===== src/rtl/gp_pkg.sv =====
package gp_pkg;

    typedef enum logic [2:0] {
        S_IDLE,
        S_SETTLE,
        S_CONV,
        S_WAIT,
        S_DIVIDE
    } gp_state_t;

    // Hex nibble to active-high gfedcba segment pattern.
    function automatic logic [6:0] hex7(input logic [3:0] v);
        logic [6:0] s;
        unique case (v)
            4'h0: s = 7'h3F;
            4'h1: s = 7'h06;
            4'h2: s = 7'h5B;
            4'h3: s = 7'h4F;
            4'h4: s = 7'h66;
            4'h5: s = 7'h6D;
            4'h6: s = 7'h7D;
            4'h7: s = 7'h07;
            4'h8: s = 7'h7F;
            4'h9: s = 7'h6F;
            4'hA: s = 7'h77;
            4'hB: s = 7'h7C;
            4'hC: s = 7'h39;
            4'hD: s = 7'h5E;
            4'hE: s = 7'h79;
            default: s = 7'h71;
        endcase
        return s;
    endfunction

endpackage


===== src/rtl/gp_divider.sv =====
// Restoring shift-subtract divider, one quotient bit per cycle.
module gp_divider #(
    parameter int NW = 16,
    parameter int DW = 8
) (
    input  logic          clk,
    input  logic          rst_n,
    input  logic          go,
    input  logic [NW-1:0] dividend,
    input  logic [DW-1:0] divisor,
    output logic [NW-1:0] quo,
    output logic          fin
);
    localparam int KW = $clog2(NW + 1);

    logic [KW-1:0] steps;
    logic [DW-1:0] rem;
    logic [DW:0]   trial;
    logic          fits;

    assign trial = {rem, quo[NW-1]};
    assign fits  = trial >= {1'b0, divisor};

    always_ff @(posedge clk or negedge rst_n) begin
        if (!rst_n) begin
            quo   <= '0;
            rem   <= '0;
            steps <= '0;
            fin   <= 1'b0;
        end else if (go) begin
            quo   <= dividend;
            rem   <= '0;
            steps <= KW'(NW);
            fin   <= 1'b0;
        end else if (steps != '0) begin
            rem   <= fits ? DW'(trial - {1'b0, divisor}) : trial[DW-1:0];
            quo   <= {quo[NW-2:0], fits};
            steps <= steps - 1'b1;
            fin   <= (steps == KW'(1));
        end else begin
            fin   <= 1'b0;
        end
    end
endmodule


===== src/rtl/gp_hex7.sv =====
module gp_hex7 (
    input  logic [3:0] nib,
    output logic [6:0] seg
);
    import gp_pkg::*;
    assign seg = hex7(nib);
endmodule


===== src/rtl/gain_probe.sv =====
module gain_probe #(
    parameter int DW         = 8,
    parameter int SETTLE_CYC = 10,
    parameter int GAIN_SCALE = 10,
    parameter int LOW_GAIN   = 20
) (
    input  logic          clk,
    input  logic          rst_n,
    input  logic          start,
    input  logic          adc_eoc,
    input  logic [DW-1:0] adc_data,
    output logic          adc_start,
    output logic          chan_sel,
    output logic          alarm,
    output logic          ref_err,
    output logic [6:0]    seg_hi,
    output logic [6:0]    seg_lo,
    output logic          done
);
    import gp_pkg::*;

    localparam int PW   = 2 * DW;
    localparam int CW   = $clog2(SETTLE_CYC + 1);
    localparam int NDIG = DW / 4;

    gp_state_t     state, nxt;
    logic [CW-1:0] set_cnt;
    logic          second;
    logic [DW-1:0] ref_q, coll_q, result;
    logic          div_go, div_fin;
    logic [PW-1:0] dividend, quo;
    logic [DW-1:0] gain_c;
    logic [6:0]    segs [NDIG];

    assign dividend  = PW'({DW{1'b1}} - coll_q) * PW'(GAIN_SCALE);
    assign gain_c    = ((ref_q == '0) || (|quo[PW-1:DW])) ? '1 : quo[DW-1:0];
    assign adc_start = (state == S_CONV);

    gp_divider #(.NW(PW), .DW(DW)) u_div (
        .clk(clk), .rst_n(rst_n), .go(div_go),
        .dividend(dividend), .divisor(ref_q),
        .quo(quo), .fin(div_fin)
    );

    genvar gi;
    generate
        for (gi = 0; gi < NDIG; gi++) begin : g_dig
            gp_hex7 u_hex (.nib(result[4*gi +: 4]), .seg(segs[gi]));
        end
    endgenerate
    assign seg_lo = segs[0];
    assign seg_hi = segs[NDIG-1];

    // Next-state logic
    always_comb begin
        nxt = state;
        unique case (state)
            S_IDLE:   if (start) nxt = S_SETTLE;
            S_SETTLE: if (set_cnt == CW'(SETTLE_CYC - 1)) nxt = S_CONV;
            S_CONV:   nxt = S_WAIT;
            S_WAIT:   if (adc_eoc) nxt = second ? S_DIVIDE : S_SETTLE;
            S_DIVIDE: if (div_fin) nxt = S_IDLE;
            default:  nxt = S_IDLE;
        endcase
    end

    // State register
    always_ff @(posedge clk or negedge rst_n) begin
        if (!rst_n) state <= S_IDLE;
        else        state <= nxt;
    end

    // Datapath and registered outputs
    always_ff @(posedge clk or negedge rst_n) begin
        if (!rst_n) begin
            chan_sel <= 1'b0;
            set_cnt  <= '0;
            second   <= 1'b0;
            ref_q    <= '0;
            coll_q   <= '0;
            div_go   <= 1'b0;
            result   <= '0;
            alarm    <= 1'b0;
            ref_err  <= 1'b0;
            done     <= 1'b0;
        end else begin
            done   <= 1'b0;
            div_go <= 1'b0;
            unique case (state)
                S_IDLE: begin
                    if (start) begin
                        chan_sel <= 1'b1;
                        second   <= 1'b0;
                        set_cnt  <= '0;
                    end
                end
                S_SETTLE: set_cnt <= set_cnt + 1'b1;
                S_WAIT: begin
                    if (adc_eoc) begin
                        if (!second) begin
                            ref_q    <= adc_data;
                            second   <= 1'b1;
                            chan_sel <= 1'b0;
                            set_cnt  <= '0;
                        end else begin
                            coll_q   <= adc_data;
                            div_go   <= 1'b1;
                        end
                    end
                end
                S_DIVIDE: begin
                    if (div_fin) begin
                        done    <= 1'b1;
                        result  <= gain_c;
                        ref_err <= (ref_q == '0);
                        alarm   <= (ref_q != '0) && (gain_c < DW'(LOW_GAIN));
                    end
                end
                default: ;
            endcase
        end
    end
endmodule


===== config.mk =====
export PLATFORM = sky130hd
export DESIGN_NAME = gain_probe
export DESIGN_NICKNAME = d
export VERILOG_FILES = /design/src/rtl/gp_pkg.sv /design/src/rtl/gp_divider.sv /design/src/rtl/gp_hex7.sv /design/src/rtl/gain_probe.sv
export SDC_FILE = /design/constraint.sdc
export NUM_CORES = 1
export LEC_CHECK = 0
export CAP_MARGIN = 30
export CORE_UTILIZATION = 40
export CTS_CLUSTER_SIZE = 12
export DETAILED_ROUTE_END_ITERATION = 6
export GPL_TIMING_DRIVEN = 0
export PLACE_DENSITY = 0.66
export SLEW_MARGIN = 20
export SYNTH_ARGS = -nofsm -noshare
export SYNTH_HDL_FRONTEND = slang
export SYNTH_SLANG_ARGS = --single-unit

===== constraint.sdc =====
create_clock -name clk -period 2 [get_ports clk]
set_input_delay 0.6 -clock clk [delete_from_list [all_inputs] [get_ports clk]]
set_output_delay 0.6 -clock clk [all_outputs]
set_load 0.01 [all_outputs]

Word level (Yosys, flattened, before mapping)

Memories as Yosys holds them, arrays and structs flattened.
Cells that the tools add are included.

$add $sub $neg: 4
$mul: 1
Divide/modulo/power cells: 0
Magnitude comparators: 2
Eq/ne operators: 11
Shift operators: 0
Mux-type cells: 32
Bitwise logic cells: 1
Reductions and logical operators: 17

Operator list:

| cell                    | number |
|---|---|
| $mux W16                | 2 |
| $mux W8                 | 4 |
| $mul A16 B3 Y15 const B | 1 |
| $mux W3                 | 5 |
| $pmux W3 S5             | 1 |
| $mux W1                 | 12 |
| $mux W4                 | 3 |
| $pmux W4 S3             | 1 |
| $reduce_and A4 Y1       | 3 |
| $mux W5                 | 2 |
| $ge A9 B8 Y1            | 1 |
| $reduce_and A3 Y1       | 3 |
| $sub A8 B8 Y9 const A   | 1 |
| $logic_not A8 Y1        | 1 |
| $lt A8 B5 Y1 const B    | 1 |
| $ne A2 B2 Y1 const B    | 4 |
| $reduce_bool A8 Y1      | 1 |
| $reduce_or A8 Y1        | 1 |
| $sub A8 B8 Y8           | 1 |
| $eq A3 B2 Y1 const B    | 2 |
| $eq A5 B1 Y1 const B    | 1 |
| $reduce_bool A5 Y1      | 1 |
| $sub A5 B1 Y5 const B   | 1 |
| $add A4 B1 Y4 const B   | 1 |
| other kinds (12)        | 14 |

Register bits after elaboration: 67
Latch bits: 0
Bits in writable memories: 0
Memory bits (read-only): 224
Input port bits: 12
Output and inout port bits: 19
Memories: 2

Memory list:

| name             | depth | width | rd ports | clocked after memory_dff | wr ports | RTL line     | source |
|---|---|---|---|---|---|---|---|
| (name not given) | 16    | 7     | 1        | 0                        | 0        | gp_pkg.sv:14 | `unique case (v)` |
| (name not given) | 16    | 7     | 1        | 0                        | 0        | gp_pkg.sv:14 |  |

Longest topological paths before layout

Gate-level depths: netlist of run 1.

Word-level depth: 5
Mapped depth: 9
Gate-level depth less buffers: 9

Modules after synthesis

Synthesis of run 1 repeated with hierarchy kept, for this count alone.

Cells, all modules: 475
Area, all modules: 4526.8 µm²

By module, submodules not included:

| module     | times used | cells an instance | area an instance (µm²) | sequential area each (µm²) |
|---|---|---|---|---|
| gain_probe | 1          | 197               | 2030.7                 | 925.9 |
| gp_divider | 1          | 212               | 1915.6                 | 750.7 |
| gp_hex7    | 2          | 33                | 290.3                  | 0.0 |

Worst setup path before layout of run 1

No wires, ideal clock.

Path type: reg-to-reg
Start: register coll_q[2]
End: register u_div.quo[9]
Library setup time: 0.120 ns
Arrival time: 1.910 ns
Data required time: 1.880 ns
Path slack: -0.030 ns
Cell stages (with the launch flop): 9
Buffers on the path: 0
Clock period less this slack: 2.030 ns
Cells stage by stage: dfrtp_1 -> inv_1 -> ha_1 -> ha_1 -> a21o_1 -> a311o_1 -> a21oi_1 -> nand2b_1 -> a31o_1

Cells in the longest elaborated chain, start to end: 3

RTL lines:

| element                  | RTL line          | source |
|---|---|---|
| start: declaration       | gain_probe.sv:29  | `logic [DW-1:0] ref_q, coll_q, result;` |
| start signal: assignment | gain_probe.sv:106 | `coll_q <= adc_data;` |
| $sub A8 B8 Y9            | gain_probe.sv:35  | `assign dividend = PW'({DW{1'b1}} - coll_q) * PW'(GAIN_SCALE);` |
| $mul A16 B3 Y15          | gain_probe.sv:35  |  |
| $mux W16                 | gp_divider.sv:30  | `end else if (go) begin` |
| end signal: assignment   | gp_divider.sv:31  | `quo <= dividend;` |
| end signal: assignment   | gp_divider.sv:37  | `quo <= {quo[NW-2:0], fits};` |
| end: declaration         | gp_divider.sv:11  | `output logic [NW-1:0] quo,` |

Every way passes these cells.
A chain may end at the register's enable or synchronous reset.

Final worst setup path of run 1

Start: register result[1]
End: output seg_lo[3]

Cells in the longest elaborated chain, start to end: 1

RTL lines:

| element                  | RTL line          | source |
|---|---|---|
| start: declaration       | gain_probe.sv:29  |  |
| start signal: assignment | gain_probe.sv:114 | `result <= gain_c;` |
| $mem_v2 Z16 W7           | -                 |  |
| end: declaration         | gain_probe.sv:17  | `output logic [6:0] seg_lo,` |

Every way passes these cells.

==> results.cfg, run 1 <==
[outcome]
status = finished with violations
violations = setup timing

[cts]
clockRootBuffer = clkbuf_8
clock_sinks = 67
cts.clk_slew.worst_paths_ps = 80
numCtsBuffers = 9
clk_latency_ps = 350
cts_tree = yes
cts_hold_buf = 0
h-tree-depth = 3
cts_buffer_depth = 2

[yosys]
yosys-top-cells-area = dfrtp_1 40%, ha_1 12%, a21oi_1 4.6%
async_flop_share_pct = 100.0
synth_nets = 499
seq_area_frac_synth_pct = 39.92
netlist_area_mm2 = 0.004200
synth_top_cell_area_share_pct = 39.92
synth_area_leader_cell = dfrtp_1
synth_common_cells = 67 x dfrtp_1, 42 x nor2_1, 41 x nand2_1, 39 x a21oi_1, 39 x ha_1
synth_edf_count = 0
synth.avg_cell_area_um2 = 9.418
syn-instance-count = 446
yosysMostFrequentCell = dfrtp_1
synth.distinct_cells = 57
ys.flop_type = dfrtp_1
synth_warnings = 0
ys_seq_elements = 67

[final_layout]
synthToLayoutAreaGrowth_pct = 35.90
diodes = 0
stdcell_area_mm2 = 0.005708
drive_gt1_share_pct = 35.00
fillers = 877
final_core_util_pct = 55.79
nets = 588

[floorplanning]
die_x_um = 104.5
core_area_mm2 = 0.01023
row_count = 37
fp.dieH_um = 104.5
start_util_pct = 41.05
die_area_mm2 = 0.01091
ios = 31

[routing]
drc = 0
wl_per_cell_um = 15.83
ant_nets = 0
routed_wl_um = 10700
vias = 3614
drt_iter0_markers = 175
viasPerCell = 5.346
drt_first_pass_iters = 4

[timing]
final-setup-viol-count = 18
setup_ws_ps = -357.6
rsz0062_at_grt = true
fin_skew_ps = 10.69
fmax_ghz = 0.4242
worst_pin_slew_ps = 567.4
hold_violations = 0
max_slew_margin_pct = 62.17
fin_crit_ps = 2358
drv_slew = 0
finalCritPeriodShare_pct = 117.9

[power_and_ir_drop]
p_leak_nw = 2.424
ir_worst_vdd_uv = 1106
power_density_mw_per_mm2 = 1748
power_mw = 9.976

[placed_design]
place_area_mm2 = 0.004725
gp_congestion = 0.8080
dp_hpwl_um = 6704
port_buffers = 30

[global_route]
track_usage_pct = 19.56
overflow = 0
antenna_found_initial = 0
grt_start_max_net_pins = 46
grt_pass1_wl_um = 17040
grt_pass1_vias = 3599

[critical_path]
cp-start-kind = flip-flop
critPathRequiredTime_ps = 1400
cp_max_fo = 6
cp.arrival_ps = 1760
critPathCaptureType = output pin
crit_type = reg2out

[run]
drv_cap = 0

[min_path]
hold_class = in2async
==> registers in the layout (all words and copies together), names as in the netlist <==
name	cells
u_div.quo	16
coll_q	8
ref_q	8
result	8
u_div.rem	8
u_div.steps	5
set_cnt	4
state	3
alarm	1
chan_sel	1
div_go	1
done	1
ref_err	1
second	1
u_div.fin	1
==> cell type report <==
cell class	instances	area (um2)	area share (%)
Buffer	17	96.34	1.688
Tap cell	136	170.2	2.981
Timing Repair Buffer	82	661.9	11.60
Sequential cell	67	1683	29.48
Clock buffer	10	127.6	2.236
Inverter	35	131.4	2.302
Clock inverter	6	88.84	1.556
Multi-Input combinational cell	323	2749	48.16
==> routing by layer <==
layer  global-route usage [%]  part of all wire (%)  vias to the layer above
li1                         -                     -                     1746
met1                    24.21                    42                     1782
met2                    34.01                    52                       64
met3                    4.010                   3.0                       22
met4                    6.122                   2.1                        0
met5                        0                     0                        -
==> power breakdown <==
part	internal, mW	switching [mW]
sequential	1.93	0.524
clock	0.704	0.557
combinational	3.26	3.00
==> worst max-delay path: stages, from the launching register on <==
cell     delay, ps
dfrtp_1        380
inv_2          100
ha_4           270
inv_2           30
mux4_2         460
inv_2           70
buf_6           90
==> logic make-up (layout without fill, tap and decap cells) <==
| family | count (synthesis) | count (layout) | synth area share, % |
|---|---|---|---|
| buffers and inverters | 56 | 150 | 5.511 |
| multiplexers | 25 | 25 | 6.941 |
| AND/OR/NAND/NOR | 138 | 138 | 16.74 |
| XOR/XNOR | 10 | 10 | 2.085 |
| AO/OA/AOI/OAI | 109 | 109 | 16.24 |
| adder cells (fa/ha/maj) | 41 | 41 | 12.57 |
| flip-flops | 67 | 67 | 39.92 |
==> worst paths after layout <==
kind	slack, ps	depth (start not counted)	from	endpoint
max	-360	6	result[1]	seg_lo[3]
max reg2reg	-60	9	coll_q[4]	u_div.quo[9]
min	150	1	rst_n	u_div.steps[3]
min in group clk	500	1	coll_q[5]	coll_q[5]
max in group asynchronous	1310	2	rst_n	ref_q[0]
min reg2reg	500	1	coll_q[5]	coll_q[5]
==> through the flow <==
stage / worst slack, ps / TNS, ps / hold WS (ps) / instances
4_1_cts: -333.5 / -2463 / 153.3 / 659
6_report: -357.6 / -3055 / 147.3 / 676
5_1_grt: -418.3 / -4300 / 161.5 / 676
2_1_floorplan: 1.345 / 0 / 304.4 / 446
3_5_place_dp: -493.9 / -7582 / 482.0 / 613
3_3_place_gp: -2008 / -141430 / 467.2 / 612
==> timing repair <==
item / 4_1_cts / 5_1_grt
gates cloned: 1 / 0
pin swaps: 23 / 26
resized for setup: 114 / 56
buffers inserted: 32 / 19
setup endpoints to repair: 30 / 33
==> cells in the final DEF, fill, tap and decap left out, drive strengths merged, types with 12 or more instances in the layout <==
master | netlist | routed
dfrtp | 67 | 67
clkdlybuf4s50 | 0 | 14
buf | 11 | 75
a21oi | 41 | 41
nand2 | 41 | 41
ha | 39 | 39
clkbuf | 10 | 20
nor2 | 42 | 42
mux2 | 13 | 13
o21ai | 26 | 26
inv | 35 | 36
a211oi | 14 | 14
nor2b | 12 | 12
Power figures use the tool's default switching activity.
==> run 2, diff against run 1 <==
CORE_UTILIZATION = 53   (was 40)
PLACE_DENSITY = 0.82   (was 0.66)
==> results.cfg, run 2 (synthesis gave the netlist of run 1 again) <==
[global_route]
grt_start_max_net_pins = 40
overflow = 0
antenna_found_initial = 0
grt_pass1_vias = 3603
grt_pass1_wl_um = 16780
track_usage_pct = 25.53

[cts]
cts.clk_slew.worst_paths_ps = 70
clockRootBuffer = clkbuf_8
h-tree-depth = 3
numCtsBuffers = 9
clock_sinks = 67
cts_tree = yes
cts_buffer_depth = 2
clk_latency_ps = 350

[power_and_ir_drop]
clkPwrFrac_pct = 13.7
power.share.combinational_pct = 61.9
p_seq_share_pct = 24.5
p_leak_nw = 2.415
sw_frac_of_total_pct = 41.46
ir_worst_vdd_uv = 1095
power_density_mw_per_mm2 = 1775
switching_power_mw = 4.174
internal_power_mw = 5.893

[outcome]
violations = setup timing
status = finished with violations

[final_layout]
nets = 582
drive_gt1_share_pct = 35.21
diodes = 0
layout_common_cells = 64 x dfrtp_1, 43 x buf_4, 41 x nor2_1, 41 x nand2_1, 25 x a21oi_1
regMostFlops = u_div.quo
synthToLayoutAreaGrowth_pct = 35.03
stdcell_area_mm2 = 0.005672
layout_commonest_cell = dfrtp_1
largest_reg_flops = 16
final_core_util_pct = 73.78
fin_cells = 636

[critical_path]
critPathRequiredTime_ps = 1400
cpMostUsedCell = inv_2
cp_max_fo = 5
reg2reg_from = u_div.rem[1]
crit_family = multiplexers
crit_start = result[0]
critPathBufInv = 4
reg2reg_to = u_div.rem[6]
cp_cell_sequence = inv_2, ha_4, inv_2, mux4_2, inv_1, buf_2
critPathCaptureType = output pin
cp.arrival_ps = 1750
cpPeakStageDelay_ps = 440
crit_type = reg2out
rrSetupSlack_ps = -30
cp-start-kind = flip-flop
cpMaxStageDelayCell = mux4_2
rr_worst_depth = 6

[placed_design]
place_area_mm2 = 0.004674
dp_cells = 579
port_buffers = 30
gp_congestion = 0.8867
dp_hpwl_um = 6545

[routing]
viasPerCell = 5.813
ant_nets = 0
drt_iter0_markers = 219
routed_wl_um = 10730
vias = 3697
drt_first_pass_iters = 5
wl_per_cell_um = 16.87
drc = 0

[timing]
drv_slew = 0
finalCritPeriodShare_pct = 117.7
fmax_ghz = 0.4249
setup_tns_ps = -2947
hold_violations = 0
fin_crit_ps = 2353
fin_skew_ps = 7.403
setup_ws_ps = -353.3
worst_pin_slew_ps = 537.3
max_slew_margin_pct = 64.18
final-setup-viol-count = 16
rsz0062_at_grt = true

[floorplanning]
die_x_um = 91.02
core_area_mm2 = 0.007687
fp.dieH_um = 91.02
start_util_pct = 54.64
row_count = 32
ios = 31
die_area_mm2 = 0.008285

[run]
drv_cap = 0

[min_path]
hold_class = in2async
==> run 2: changes by cell type in the layout (fill, tap and decap cells not counted), moves of 2 or more <==
cell / delta
nor3_2: -2
buf_4: -4
nor2b_1: -2
dfrtp_2: -2
nor3_4: +2
a21oi_2: +5
a21oi_1: -4
clkbuf_2: -2
dfrtp_1: +2
buf_6: -3
==> run 2: cell type report <==
| cell class | instances | area [um2] |
|---|---|---|
| buffer | 17 | 97.59 |
| clock buffer | 10 | 127.6 |
| clock inverter | 6 | 113.9 |
| fill | 522 | 2016 |
| inverter | 35 | 131.4 |
| multi-input combinational | 323 | 2794 |
| sequential | 67 | 1680 |
| tap | 102 | 127.6 |
| timing repair buffer | 76 | 599.3 |
==> run 2: per-layer routing <==
layer / up-vias / track usage [%] / part of all wire (%)
li1: 1724 / - / -
met1: 1798 / 31.57 / 41
met2: 138 / 44.00 / 51
met3: 37 / 4.355 / 5.1
met4: 0 / 10.85 / 3.2
met5: - / 0 / 0
==> run 2: worst max path at each step <==
stage                              end  slack [ps]  depth (start not counted)
after floorplan           u_div.quo[9]           1                          8
after global placement    u_div.rem[6]       -1850                          1
after detailed placement     seg_hi[3]        -500                          6
after CTS                    seg_lo[3]        -330                          6
after global routing         seg_lo[3]        -400                          6
final                        seg_lo[3]        -350                          6
==> run 2: power by group through the flow <==
stage | logic (mW) | clock network [mW] | registers, mW
after floorplan | 3.56 | 0 | 2.27
after global placement | 4.16 | 0 | 2.39
after detailed placement | 4.38 | 0 | 2.40
after CTS | 5.38 | 1.38 | 2.41
after global routing | 6.76 | 1.46 | 2.53
final | 6.23 | 1.38 | 2.46
==> run 2: through the flow <==
stage	worst slack, ps	power, mW	hold WS, ps
2_1_floorplan	1.345	5.824	304.4
3_3_place_gp	-1851	6.544	474.7
3_5_place_dp	-495.7	6.785	482.1
4_1_cts	-332.2	9.173	164.2
5_1_grt	-400.3	10.74	186.9
6_report	-353.3	10.07	159.3
==> run 2: what timing repair did <==
| action | CTS | global route |
|---|---|---|
| endpoints found under the setup margin | 32 | 34 |
| setup buffers | 32 | 12 |
| pin swaps | 20 | 27 |
| hold buffers | 0 | 0 |
| gates resized for setup | 121 | 52 |
| gates cloned | 1 | 0 |
==> run 3, diff against run 2 <==
REMOVE_ABC_BUFFERS = 1   (was unset)
==> results.cfg, run 3 (synthesis gave the netlist of run 1 again) <==
[cts]
h-tree-depth = 3
cts_tree = yes
numCtsBuffers = 9
cts_buffer_depth = 2
clockRootBuffer = clkbuf_8
clk_latency_ps = 350
cts.clk_slew.worst_paths_ps = 80
clock_sinks = 67
cts_hold_buf = 0

[global_route]
track_usage_pct = 26.57
grt_start_max_net_pins = 48
grt_pass1_vias = 3796
overflow = 0
antenna_found_initial = 0
grt_pass1_wl_um = 17520

[final_layout]
layout_common_cells = 59 x dfrtp_1, 45 x buf_4, 41 x nor2_1, 41 x nand2_1, 26 x a21oi_1
multi_input_area_mm2 = 0.002821
largest_reg_flops = 16
synthToLayoutAreaGrowth_pct = 35.42
layout_commonest_cell = dfrtp_1
regMostFlops = u_div.quo
final_core_util_pct = 73.99
stdcell_area_mm2 = 0.005688
drive_gt1_share_pct = 37.41
nets = 580
diodes = 0
fillers = 472
ff_latch_area_mm2 = 0.001687
fin_cells = 634

[critical_path]
rrSetupSlack_ps = -160
critPathRequiredTime_ps = 1400
cpPeakStageDelay_ps = 440
cp_max_fo = 5
crit_family = multiplexers
crit_start = result[1]
cpMostUsedCell = inv_2
rr_worst_depth = 6
critPathCaptureType = output pin
cp-start-kind = flip-flop
crit_type = reg2out
critPathBufInv = 4
reg2reg_to = u_div.rem[0]
cp_cell_sequence = inv_2, ha_4, inv_2, mux4_2, inv_1, buf_2
reg2reg_from = u_div.rem[6]
cp.arrival_ps = 1760
cpMaxStageDelayCell = mux4_2

[timing]
fin_crit_ps = 2360
fin_skew_ps = 15.78
fmax_ghz = 0.4238
hold-worst-slack_ps = 143.2
rsz0062_at_grt = true
setup_ws_ps = -359.6
setup_tns_ps = -3800
final-setup-viol-count = 27
finalCritPeriodShare_pct = 118.0
hold_violations = 0
worst_pin_slew_ps = 921.0
max_slew_margin_pct = 38.60
drv_slew = 0

[floorplanning]
start_util_pct = 54.64
core_area_mm2 = 0.007687
row_count = 32
fp.dieH_um = 91.02
ios = 31
die_x_um = 91.02
die_area_mm2 = 0.008285

[outcome]
violations = setup timing
status = finished with violations

[routing]
drt_iter0_markers = 289
routed_wl_um = 12190
ant_nets = 0
vias = 3870
viasPerCell = 6.104
wl_per_cell_um = 19.23
drt_first_pass_iters = 4
drc = 0

[placed_design]
place_area_mm2 = 0.004569
pre_cts_ws_ps = -487.6
gp_congestion = 0.8163
dp_hpwl_um = 5937
dp_cells = 560
port_buffers = 30

[power_and_ir_drop]
ir_worst_vdd_uv = 1306
power_mw = 10.60
power_density_mw_per_mm2 = 1863
p_leak_nw = 2.410

[run]
drv_cap = 0

[min_path]
hold_class = in2async
## run 3: cell count changes in the layout (fill, tap and decap cells not counted), moves of 3 or more
| cell | previous run | this run |
|---|---|---|
| buf_6 | 5 | 15 |
| clkbuf_1 | 7 | 0 |
| dfrtp_1 | 64 | 59 |
| dfrtp_2 | 3 | 8 |
| buf_2 | 17 | 13 |
| clkinv_2 | 0 | 4 |
| bufinv_16 | 3 | 0 |
| inv_1 | 14 | 17 |
| inv_2 | 21 | 18 |
## run 3: area by class of cell
type	instances	area share, %
Clock buffer	11	2.662
Clock inverter	5	0.4839
Inverter	35	2.310
Multi-Input combinational cell	325	49.60
Sequential cell	67	29.65
Tap cell	102	2.244
Timing Repair Buffer	89	13.04
## run 3: how the worst max path moves through the flow
stage                     to  cells past startpoint
2_1_floorplan  u_div.quo[11]                      6
3_3_place_gp       result[4]                      1
3_5_place_dp       seg_hi[3]                      6
4_1_cts            seg_hi[3]                      6
5_1_grt            seg_lo[3]                      6
6_report           seg_lo[3]                      6
## run 3: where the power goes
group	total (mW)	leakage (nW)	internal [mW]	switching [mW]
logic	7.03	1.49	3.47	3.56
registers	2.52	0.821	1.93	0.597
clock network	1.05	0.0949	0.509	0.541
total	10.6	2.41	5.90	4.70
## run 3: repair_timing
action | CTS | global route
pin swaps | 25 | 32
endpoints found under the setup margin | 29 | 28
buffers inserted | 41 | 17
gates cloned | 2 | 0
gates resized for setup | 126 | 60
## run 3: routing by layer
layer	share of wire, %	track usage, %	vias up
li1	-	-	1727
met1	40	31.62	1890
met2	50	47.47	190
met3	5.6	3.936	63
met4	4.3	11.77	0
met5	0	0	-
